File: src/rtl/hacq_pkg.sv
package hacq_pkg;

    typedef enum logic [2:0] {
        ST_IDLE   = 3'd0,
        ST_DWELL  = 3'd1,
        ST_DECIDE = 3'd2,
        ST_SLIP   = 3'd3,
        ST_LOCKED = 3'd4
    } acq_state_t;

    typedef struct packed {
        logic load;    // restart from seed
        logic adv;     // step the code register
        logic clr;     // clear sum and hop count
        logic acc_en;  // count this strobe into the sum
    } acq_ctl_t;

    function automatic logic parity32(input logic [31:0] v);
        logic p;
        p = 1'b0;
        for (int i = 0; i < 32; i++) begin
            p = p ^ v[i];
        end
        return p;
    endfunction

    function automatic logic is_searching(input acq_state_t s);
        return (s == ST_DWELL) || (s == ST_DECIDE) || (s == ST_SLIP);
    endfunction

endpackage

File: src/rtl/hacq_pn_gen.sv
module hacq_pn_gen #(
    parameter int W = 7,
    parameter logic [W-1:0] TAPS = 7'h60,
    parameter logic [W-1:0] SEED = 7'h01,
    parameter int IDX_W = 4
) (
    input  logic             clk,
    input  logic             rst,
    input  logic             load,
    input  logic             adv,
    output logic [IDX_W-1:0] idx
);
    logic [W-1:0] code_q;
    logic [W-1:0] code_nxt;
    logic         fb;

    always_comb begin
        fb       = hacq_pkg::parity32(32'(code_q & TAPS));
        code_nxt = {code_q[W-2:0], fb};
    end

    always_ff @(posedge clk) begin
        if (rst || load) begin
            code_q <= SEED;
        end else if (adv) begin
            code_q <= code_nxt;
        end
    end

    assign idx = code_q[IDX_W-1:0];

    // a maximal-length register never reaches the all-zero lockup state
    a_r2_never_zero: assert property (@(posedge clk) disable iff (rst)
        code_q != '0);

    // without a step or reload the code phase holds
    a_r2_hold: assert property (@(posedge clk) disable iff (rst)
        (!adv && !load) |=> $stable(code_q));

endmodule

File: src/rtl/hacq_dwell_acc.sv
module hacq_dwell_acc #(
    parameter int N = 8,
    parameter int SUM_W = 4
) (
    input  logic             clk,
    input  logic             rst,
    input  logic             clr,
    input  logic             acc_en,
    input  logic             match,
    output logic [SUM_W-1:0] sum,
    output logic             last_hop
);
    localparam int CNT_W = $clog2(N + 1);
    localparam logic [CNT_W-1:0] LAST_HOP = CNT_W'(N - 1);

    logic [CNT_W-1:0] hop_cnt_q;
    logic [SUM_W-1:0] sum_q;

    always_ff @(posedge clk) begin
        if (rst || clr) begin
            hop_cnt_q <= '0;
            sum_q     <= '0;
        end else if (acc_en) begin
            hop_cnt_q <= hop_cnt_q + 1'b1;
            sum_q     <= sum_q + SUM_W'(match);
        end
    end

    assign sum      = sum_q;
    assign last_hop = acc_en && (hop_cnt_q == LAST_HOP);

    // the total cannot exceed the number of hops counted so far
    a_r4_sum_bound: assert property (@(posedge clk) disable iff (rst)
        32'(sum_q) <= 32'(hop_cnt_q));

    // the hop count never runs past one dwell
    a_r4_cnt_bound: assert property (@(posedge clk) disable iff (rst)
        32'(hop_cnt_q) <= N);

endmodule

File: src/rtl/hacq_fsm.sv
module hacq_fsm
    import hacq_pkg::*;
#(
    parameter int FAIL_W = 7,
    parameter int PHASES = 127,
    parameter int SUM_W = 4
) (
    input  logic             clk,
    input  logic             rst,
    input  logic             start,
    input  logic             hop_stb,
    input  logic             last_hop,
    input  logic [SUM_W-1:0] sum,
    input  logic [SUM_W-1:0] threshold,
    output acq_ctl_t         ctl,
    output logic             busy,
    output logic             locked,
    output logic             timeout,
    output logic             slip_pulse
);
    localparam logic [FAIL_W-1:0] LAST_FAIL = FAIL_W'(PHASES - 1);

    acq_state_t        state_q, state_d;
    logic [FAIL_W-1:0] fail_q;
    logic              timeout_q;
    logic              slip_q;
    logic              load;
    logic              met;

    always_comb begin
        load       = start && ((state_q == ST_IDLE) || (state_q == ST_LOCKED));
        met        = (sum >= threshold);
        ctl.load   = load;
        ctl.clr    = load || (state_q == ST_DECIDE);
        ctl.acc_en = hop_stb && (state_q == ST_DWELL);
        ctl.adv    = hop_stb && !load &&
                     ((state_q == ST_DWELL) || (state_q == ST_LOCKED));
    end

    always_comb begin
        state_d = state_q;
        unique case (state_q)
            ST_IDLE:   if (load) state_d = ST_DWELL;
            ST_DWELL:  if (last_hop) state_d = ST_DECIDE;
            ST_DECIDE: begin
                if (met) begin
                    state_d = ST_LOCKED;
                end else if (fail_q == LAST_FAIL) begin
                    state_d = ST_IDLE;
                end else begin
                    state_d = ST_SLIP;
                end
            end
            ST_SLIP:   if (hop_stb) state_d = ST_DWELL;
            ST_LOCKED: if (load) state_d = ST_DWELL;
            default:   state_d = ST_IDLE;
        endcase
    end

    always_ff @(posedge clk) begin
        if (rst) begin
            state_q   <= ST_IDLE;
            fail_q    <= '0;
            timeout_q <= 1'b0;
            slip_q    <= 1'b0;
        end else begin
            state_q <= state_d;
            slip_q  <= (state_q == ST_SLIP) && hop_stb;
            if (load) begin
                fail_q    <= '0;
                timeout_q <= 1'b0;
            end else if ((state_q == ST_DECIDE) && !met) begin
                if (fail_q == LAST_FAIL) begin
                    timeout_q <= 1'b1;
                end else begin
                    fail_q <= fail_q + 1'b1;
                end
            end
        end
    end

    assign busy       = is_searching(state_q);
    assign locked     = (state_q == ST_LOCKED);
    assign timeout    = timeout_q;
    assign slip_pulse = slip_q;

    // lock persists until a restart
    a_r5_lock_holds: assert property (@(posedge clk) disable iff (rst)
        (locked && !start) |=> locked);

    // the slip indication is a single-cycle pulse
    a_r6_slip_single: assert property (@(posedge clk) disable iff (rst)
        slip_pulse |=> !slip_pulse);

    // a slip pulse always lands in a fresh dwell
    a_r6_slip_in_dwell: assert property (@(posedge clk) disable iff (rst)
        slip_pulse |-> (busy && !locked));

    // a timed-out search is idle and unlocked
    a_r7_timeout_idle: assert property (@(posedge clk) disable iff (rst)
        timeout |-> (!busy && !locked));

    // a start during a dwell leaves the search running
    a_r3_start_ignored: assert property (@(posedge clk) disable iff (rst)
        (busy && start) |=> (busy || locked || timeout));

endmodule

File: src/rtl/hacq_ctrl.sv
module hacq_ctrl #(
    parameter int LFSR_W = 7,
    parameter logic [LFSR_W-1:0] LFSR_TAPS = 7'h60,
    parameter logic [LFSR_W-1:0] LFSR_SEED = 7'h01,
    parameter int IDX_W = 4,
    parameter int DWELL_HOPS = 8,
    localparam int SUM_W = $clog2(DWELL_HOPS + 1)
) (
    input  logic             clk,
    input  logic             rst,
    input  logic             start,
    input  logic             hop_stb,
    input  logic             match,
    input  logic [SUM_W-1:0] threshold,
    output logic [IDX_W-1:0] freq_idx,
    output logic             slip_pulse,
    output logic             locked,
    output logic             busy,
    output logic             timeout
);
    localparam int PHASES = (1 << LFSR_W) - 1;

    hacq_pkg::acq_ctl_t ctl;
    logic [SUM_W-1:0]   sum;
    logic               last_hop;

    hacq_pn_gen #(
        .W(LFSR_W), .TAPS(LFSR_TAPS), .SEED(LFSR_SEED), .IDX_W(IDX_W)
    ) u_pn (
        .clk(clk), .rst(rst), .load(ctl.load), .adv(ctl.adv), .idx(freq_idx)
    );

    hacq_dwell_acc #(
        .N(DWELL_HOPS), .SUM_W(SUM_W)
    ) u_acc (
        .clk(clk), .rst(rst), .clr(ctl.clr), .acc_en(ctl.acc_en),
        .match(match), .sum(sum), .last_hop(last_hop)
    );

    hacq_fsm #(
        .FAIL_W(LFSR_W), .PHASES(PHASES), .SUM_W(SUM_W)
    ) u_fsm (
        .clk(clk), .rst(rst), .start(start), .hop_stb(hop_stb),
        .last_hop(last_hop), .sum(sum), .threshold(threshold),
        .ctl(ctl), .busy(busy), .locked(locked), .timeout(timeout),
        .slip_pulse(slip_pulse)
    );

endmodule

File: config.mk
export PLATFORM = sky130hd
export DESIGN_NAME = hacq_ctrl
export DESIGN_NICKNAME = d
export VERILOG_FILES = /design/src/rtl/hacq_pkg.sv /design/src/rtl/hacq_pn_gen.sv /design/src/rtl/hacq_dwell_acc.sv /design/src/rtl/hacq_fsm.sv /design/src/rtl/hacq_ctrl.sv
export SDC_FILE = /design/constraint.sdc
export NUM_CORES = 1
export LEC_CHECK = 0
export BUFFER_PORTS_ARGS = -buffer_cell sky130_fd_sc_hd__buf_2
export CORE_UTILIZATION = 57
export CTS_CLUSTER_DIAMETER = 200
export DETAILED_ROUTE_END_ITERATION = 10
export GPL_TIMING_DRIVEN = 0
export PLACE_DENSITY = 0.81
export SETUP_SLACK_MARGIN = 0.02
export SYNTH_ARGS = -nofsm -noshare
export SYNTH_HDL_FRONTEND = slang
export SYNTH_HIERARCHICAL = 1
export SYNTH_SLANG_ARGS = --single-unit
File: constraint.sdc
create_clock -name clk -period 2.1 [get_ports clk]
set_input_delay 0.315 -clock clk [delete_from_list [all_inputs] [get_ports clk]]
set_output_delay 0.315 -clock clk [all_outputs]
set_load 0.01 [all_outputs]
==> results of run 1 <==
cells by family after synthesis:
kind of cell,count (synthesis)
buffers and inverters,21
AND/OR/NAND/NOR,69
multiplexers,15
adder cells (fa/ha/maj),9
XOR/XNOR,2
flip-flops,27
AO/OA/AOI/OAI,24
flip-flops by register name, summed over array words and instances (netlist names):
| signal | count |
|---|---|
| u_fsm/slip_pulse | 1 |
| u_fsm/fail_q | 7 |
| u_fsm/timeout | 1 |
| u_acc/hop_cnt_q | 4 |
| u_acc/sum | 4 |
| u_pn/code_q | 7 |
| u_fsm/state_q | 3 |
stage by stage:
step / setup WS, ps / hold slack, ps / util / power (mW)
4_1_cts: 76.08 / 225.3 / 0.6736 / 0.9353
3_5_place_dp: 68.40 / 456.7 / 0.6618 / 0.7022
6_report: 117.0 / 240.7 / 0.6740 / 0.9233
5_1_grt: 46.81 / 230.1 / 0.6740 / 0.9678
3_3_place_gp: 144.0 / 448.2 / 0.6618 / 0.6942
2_1_floorplan: 272.0 / 439.2 / - / 0.6618
final cells by class:
| cell class | count | area [µm²] | share of cell area |
|---|---|---|---|
| Buffer | 14 | 91.34 | 0.05325 |
| Sequential cell | 27 | 541.8 | 0.3158 |
| Timing Repair Buffer | 16 | 80.08 | 0.04668 |
| Tap cell | 30 | 37.54 | 0.02188 |
| Clock buffer | 3 | 22.52 | 0.01313 |
| Inverter | 7 | 26.28 | 0.01532 |
| Multi-Input combinational cell | 119 | 908.4 | 0.5295 |
| Clock inverter | 1 | 7.507 | 0.004376 |
repair_timing:
item | CTS | global route
setup endpoints to repair | 0 | 1
hold buffers | 0 | 0
setup buffers | 0 | 0
gates resized for setup | 0 | 1
worst paths after layout:
kind                                      start                to  slack [ps]  depth (start not counted)
worst max-delay path               u_acc/sum[0]   u_fsm/fail_q[5]         120                          6
worst min-delay path                    hop_stb  u_fsm/slip_pulse         240                          3
worst max register to register     u_acc/sum[0]   u_fsm/fail_q[5]         120                          6
worst min register to register  u_fsm/fail_q[5]   u_fsm/fail_q[5]         490                          2
power by group through the flow:
stage,clock [mW],sequential [mW],combinational [mW]
after floorplan,0,0.539,0.123
after global placement,0,0.540,0.154
after detailed placement,0,0.541,0.161
after CTS,0.243,0.530,0.162
after global routing,0.256,0.531,0.180
final,0.231,0.530,0.162
layer usage:
metal  up-vias  GRT usage  wire length, µm
li1        639          -                -
met1       600     0.2685             1346
met2        23     0.3882             1482
met3         2    0.04167               80
met4         0    0.06838               15
met5         -          0                0
cells in the final DEF, fill, tap and decap left out, drive strengths merged, types with 2 or more instances in the layout:
master,netlist,routed
a21bo,2,2
a211oi,3,3
nor2,20,20
a21o,2,2
mux2i,13,13
a21oi,7,7
or2,4,4
nor3b,5,5
nand4,4,4
mux2,2,2
o31ai,3,3
or3b,2,2
ha,9,9
nand3b,2,2
inv,7,7
a41oi,2,2
or3,4,4
a31oi,2,2
nor3,4,4
buf,10,26
and2,2,2
nand2b,3,3
nand2,6,6
xnor2,2,2
nand3,4,4
nor4,5,5
dfxtp,27,27
clkbuf,4,7
tightest hold or removal path, cell delays in order:
cell     delay, ps
buf_2          120
nand3_1         70
nor2_1          40
==> flow_summary.json, run 1 <==
{
  "dp_hpwl_um": 2265,
  "synth_nets": 185,
  "p_comb_frac": 0.176,
  "drt-total-wl_um": 2925,
  "path_cells": "inv_1, ha_1, or3b_4, a41o_4, nor4_2, mux2i_1",
  "synth-compound-area-share": 0.1326,
  "grt_pass1_vias": 1115,
  "ant_nets": 0,
  "die_area_um2": 2962,
  "p_sw_uw": 259.7,
  "final_nets": 206,
  "num_antenna_cells": 0,
  "max_slew_margin": 0.6977,
  "worst_ep_arrival_time_ps": 2260,
  "clkLatencyLatePin_ps": 330,
  "cellPowerDensity_nw_per_um2": 538.3,
  "syn-cell-area_um2": 1567,
  "ys_async_sr_fraction": 0,
  "synthToLayoutAreaGrowth_pct": 9.505,
  "dr.pass1.iters": 4,
  "sw_frac_of_total": 0.2813,
  "cts_tree": "yes",
  "power_leakage_nw": 0.6814,
  "track_usage": 0.2208,
  "cts-root-buf": "clkbuf_4",
  "hold_class": "in2reg",
  "netlist.area_leader.share": 0.3450,
  "drcViolationCount": 0,
  "place.gp.congestion": 0.8653,
  "synth_fa_ha_area_frac": 0.07188,
  "dpl.cell_count": 213,
  "synthTopCellsByArea": "dfxtp_1 35%, mux2i_1 8.3%, ha_1 7.2%",
  "grt_pass1_wl_um": 4719,
  "maxSlewViolCount": 0,
  "die_width_um": 54.43,
  "grt.overflow.total": 0,
  "coreArea_um2": 2545,
  "wl_per_cell_um": 13.48,
  "ys_warn_count": 6,
  "first_iter_violations": 31,
  "status": "finished, final reports clean",
  "port_buffers": 16,
  "clock_path_buffers": 2,
  "synth.avg_cell_area_um2": 9.380,
  "clkPwrFrac": 0.251,
  "fin_crit_sh": 0.9443,
  "setup_tns_ps": 0,
  "numCtsBuffers": 3,
  "ir_drop_v": 0.0004856,
  "critPathTopFamily": "simple AND/OR/NAND/NOR gates",
  "synth_edf_count": 0,
  "ys_types": 47,
  "drive_gt1_frac": 0.2620,
  "ios": 17,
  "grt_max_degree": 17,
  "critical_path.slowest_cell": "or3b_4",
  "rows": 18,
  "tightest_slew_ps": 453.4,
  "dominantRegCellSynth": "dfxtp_1",
  "final_area_um2": 1715,
  "antenna_found_initial": 0,
  "vias_per_cell": 5.825,
  "yosys-top-cells-count": "27 x dfxtp_1, 20 x nor2_1, 13 x mux2i_1",
  "clock.fmax_mhz": 504.3,
  "start_util": 0.6155,
  "path_class": "reg2reg",
  "fill_cells": 220,
  "timing_hold_violations_final": 0,
  "synth.area.mux_share": 0.09984,
  "htree_num_levels": 1,
  "finalSetupViolCount": 0,
  "syn_inst": 167,
  "synth_most_common_cell": "dfxtp_1",
  "p_seq_frac": 0.574,
  "grt_setup_unrepaired": "false",
  "ys_seq_elements": 27,
  "postPlaceCellArea_um2": 1684,
  "timing.final.crit_period_ps": 1983,
  "synth_simple_gate_area_frac": 0.2644,
  "synthXorXnorAreaFrac": 0.01118,
  "path_max_fanout": 8,
  "crit_required_ps": 2370,
  "path_clk_slew_ps": 150,
  "max_cap_viol_count": 0,
  "synth_top_family_by_area": "simple AND/OR/NAND/NOR gates",
  "ys_seq_area_frac": 0.3450,
  "clock_skew_ps": 5.445,
  "stdcell_count": 217,
  "internal-power_uw": 663.6,
  "endpoint_kind": "flip-flop",
  "die_height_um": 54.43,
  "cpPeakStageDelay_ps": 390,
  "crit_buf_inv": 1,
  "vias": 1264,
  "yosys.area.top_type": "dfxtp_1",
  "cp-start-kind": "flip-flop",
  "cts_num_sinks": 27
}
Note: power is estimated with default switching activity, not from simulation.
==> inputs of run 2 (changes only) <==
--- a/config.mk
+++ b/config.mk
@@ -6,11 +6,11 @@
 export NUM_CORES = 1
 export LEC_CHECK = 0
 export BUFFER_PORTS_ARGS = -buffer_cell sky130_fd_sc_hd__buf_2
-export CORE_UTILIZATION = 57
+export CORE_UTILIZATION = 55
 export CTS_CLUSTER_DIAMETER = 200
 export DETAILED_ROUTE_END_ITERATION = 10
 export GPL_TIMING_DRIVEN = 0
-export PLACE_DENSITY = 0.81
+export PLACE_DENSITY = 0.78
 export SETUP_SLACK_MARGIN = 0.02
 export SYNTH_ARGS = -nofsm -noshare
 export SYNTH_HDL_FRONTEND = slang
==> flow_summary.json, run 2 (synthesized netlist as in run 1, its figures left out) <==
{
  "status": "finished, final reports clean",
  "place.gp.congestion": 0.8838,
  "timing_hold_violations_final": 0,
  "grt_pass1_wl_um": 4981,
  "drcViolationCount": 0,
  "cpPeakStageDelay_ps": 390,
  "clock.fmax_mhz": 513.4,
  "post_cts_buffers": 0,
  "num_antenna_cells": 0,
  "drive_gt1_frac": 0.2620,
  "coreArea_um2": 2590,
  "die_width_um": 55.37,
  "dp_hpwl_um": 2177,
  "timing.final.crit_period_ps": 1948,
  "critical_path.slowest_cell": "or3b_4",
  "dr.pass1.iters": 4,
  "cts_tree": "yes",
  "p_comb_frac": 0.177,
  "numCtsBuffers": 3,
  "cts-hold-fix-buffers": 0,
  "finalSetupViolCount": 0,
  "clock_path_buffers": 2,
  "antenna_found_initial": 0,
  "start_util": 0.6048,
  "endpoint_kind": "flip-flop",
  "cts-root-buf": "clkbuf_4",
  "htree_num_levels": 1,
  "path_clk_slew_ps": 150,
  "vias_per_cell": 5.747,
  "ios": 17,
  "path_cells": "inv_1, ha_1, or3b_4, a41oi_2, nand3_1, a211oi_1",
  "vias": 1247,
  "reg.largest.list": "u_fsm/fail_q (7), u_pn/code_q (7)",
  "path_max_fanout": 4,
  "sw_frac_of_total": 0.2861,
  "p_sw_uw": 266.0,
  "cts_num_sinks": 27,
  "worst_ep_arrival_time_ps": 2200,
  "fin_crit_sh": 0.9275,
  "tightest_slew_ps": 549.7,
  "fill_cells": 220,
  "die_area_um2": 3066,
  "grt_max_degree": 17,
  "clock_skew_ps": 7.797,
  "final_nets": 206,
  "wl_per_cell_um": 13.56,
  "setup_tns_ps": 0,
  "max_cap_viol_count": 0,
  "p_seq_frac": 0.570,
  "die_height_um": 55.37,
  "setup_ws_ps": 152.3,
  "clkLatencyLatePin_ps": 330,
  "path_class": "reg2reg",
  "maxSlewViolCount": 0,
  "crit_required_ps": 2350,
  "hold_class": "in2reg",
  "cp-start-kind": "flip-flop",
  "ir_drop_v": 0.0004017,
  "rows": 18,
  "grt_setup_unrepaired": "false",
  "first_iter_violations": 42,
  "layout_commonest_cell": "dfxtp_1",
  "fin_util": 0.6691,
  "clkPwrFrac": 0.253,
  "max_slew_margin": 0.6336,
  "port_buffers": 16,
  "cellPowerDensity_nw_per_um2": 536.5,
  "synthToLayoutAreaGrowth_pct": 10.62,
  "track_usage": 0.1982,
  "cts_resized": 0,
  "grt.overflow.total": 0,
  "grt_pass1_vias": 1180,
  "drt-total-wl_um": 2943,
  "power_leakage_nw": 0.6813,
  "internal-power_uw": 663.7,
  "ant_nets": 0,
  "place_ws_ps": 94.36,
  "final_cell_mix": "26 x dfxtp_1, 20 x nor2_1, 19 x buf_2"
}
## run 2: metal layers
metal / vias up / GRT usage / share of wire
li1: 637 / - / -
met1: 585 / 0.2515 / 0.46
met2: 21 / 0.3442 / 0.50
met3: 4 / 0.02810 / 0.023
met4: 0 / 0.06429 / 0.010
met5: - / 0 / 0
## run 2: through the flow
| stage | power [mW] | std cells | hold WS [ps] | area, µm² |
|---|---|---|---|---|
| after floorplan | 0.6618 | 167 | 439.2 | 1567 |
| after global placement | 0.6956 | 213 | 447.5 | 1684 |
| after detailed placement | 0.7017 | 213 | 462.7 | 1684 |
| after CTS | 0.9358 | 217 | 218.9 | 1714 |
| after global routing | 0.9759 | 217 | 220.8 | 1733 |
| final | 0.9297 | 217 | 230.4 | 1733 |
## run 2: power groups by stage
stage	logic [mW]	clock network (mW)	registers, mW
finish	0.165	0.235	0.530
global route	0.183	0.262	0.531
CTS	0.162	0.244	0.530
detailed placement	0.161	0	0.541
global placement	0.155	0	0.540
floorplan	0.123	0	0.539
## run 2: worst paths after layout
check | slack, ps | start | to | cells after the start
min | 230 | hop_stb | u_fsm/slip_pulse | 3
max reg2reg | 150 | u_acc/sum[0] | u_fsm/state_q[0] | 6
max | 150 | u_acc/sum[0] | u_fsm/state_q[0] | 6
min reg2reg | 490 | u_fsm/fail_q[5] | u_fsm/fail_q[5] | 2
## run 2: cell type report
class	instances	area [µm²]	area share
Tap cell	30	37.54	0.02166
Buffer	14	91.34	0.05271
Clock inverter	1	7.507	0.004332
Sequential cell	27	541.8	0.3126
Timing Repair Buffer	16	80.08	0.04621
Inverter	7	26.28	0.01516
Clock buffer	3	22.52	0.01300
Multi-Input combinational cell	119	925.9	0.5343
## run 2: critical path, delay by kind of cell (launching register included)
| kind | cells | cell delay (ps) |
|---|---|---|
| AO/OA/AOI/OAI | 2 | 580 |
| adder cells (fa/ha/maj) | 1 | 260 |
| buffers and inverters | 1 | 40 |
| flip-flops | 1 | 370 |
| AND/OR/NAND/NOR | 2 | 630 |
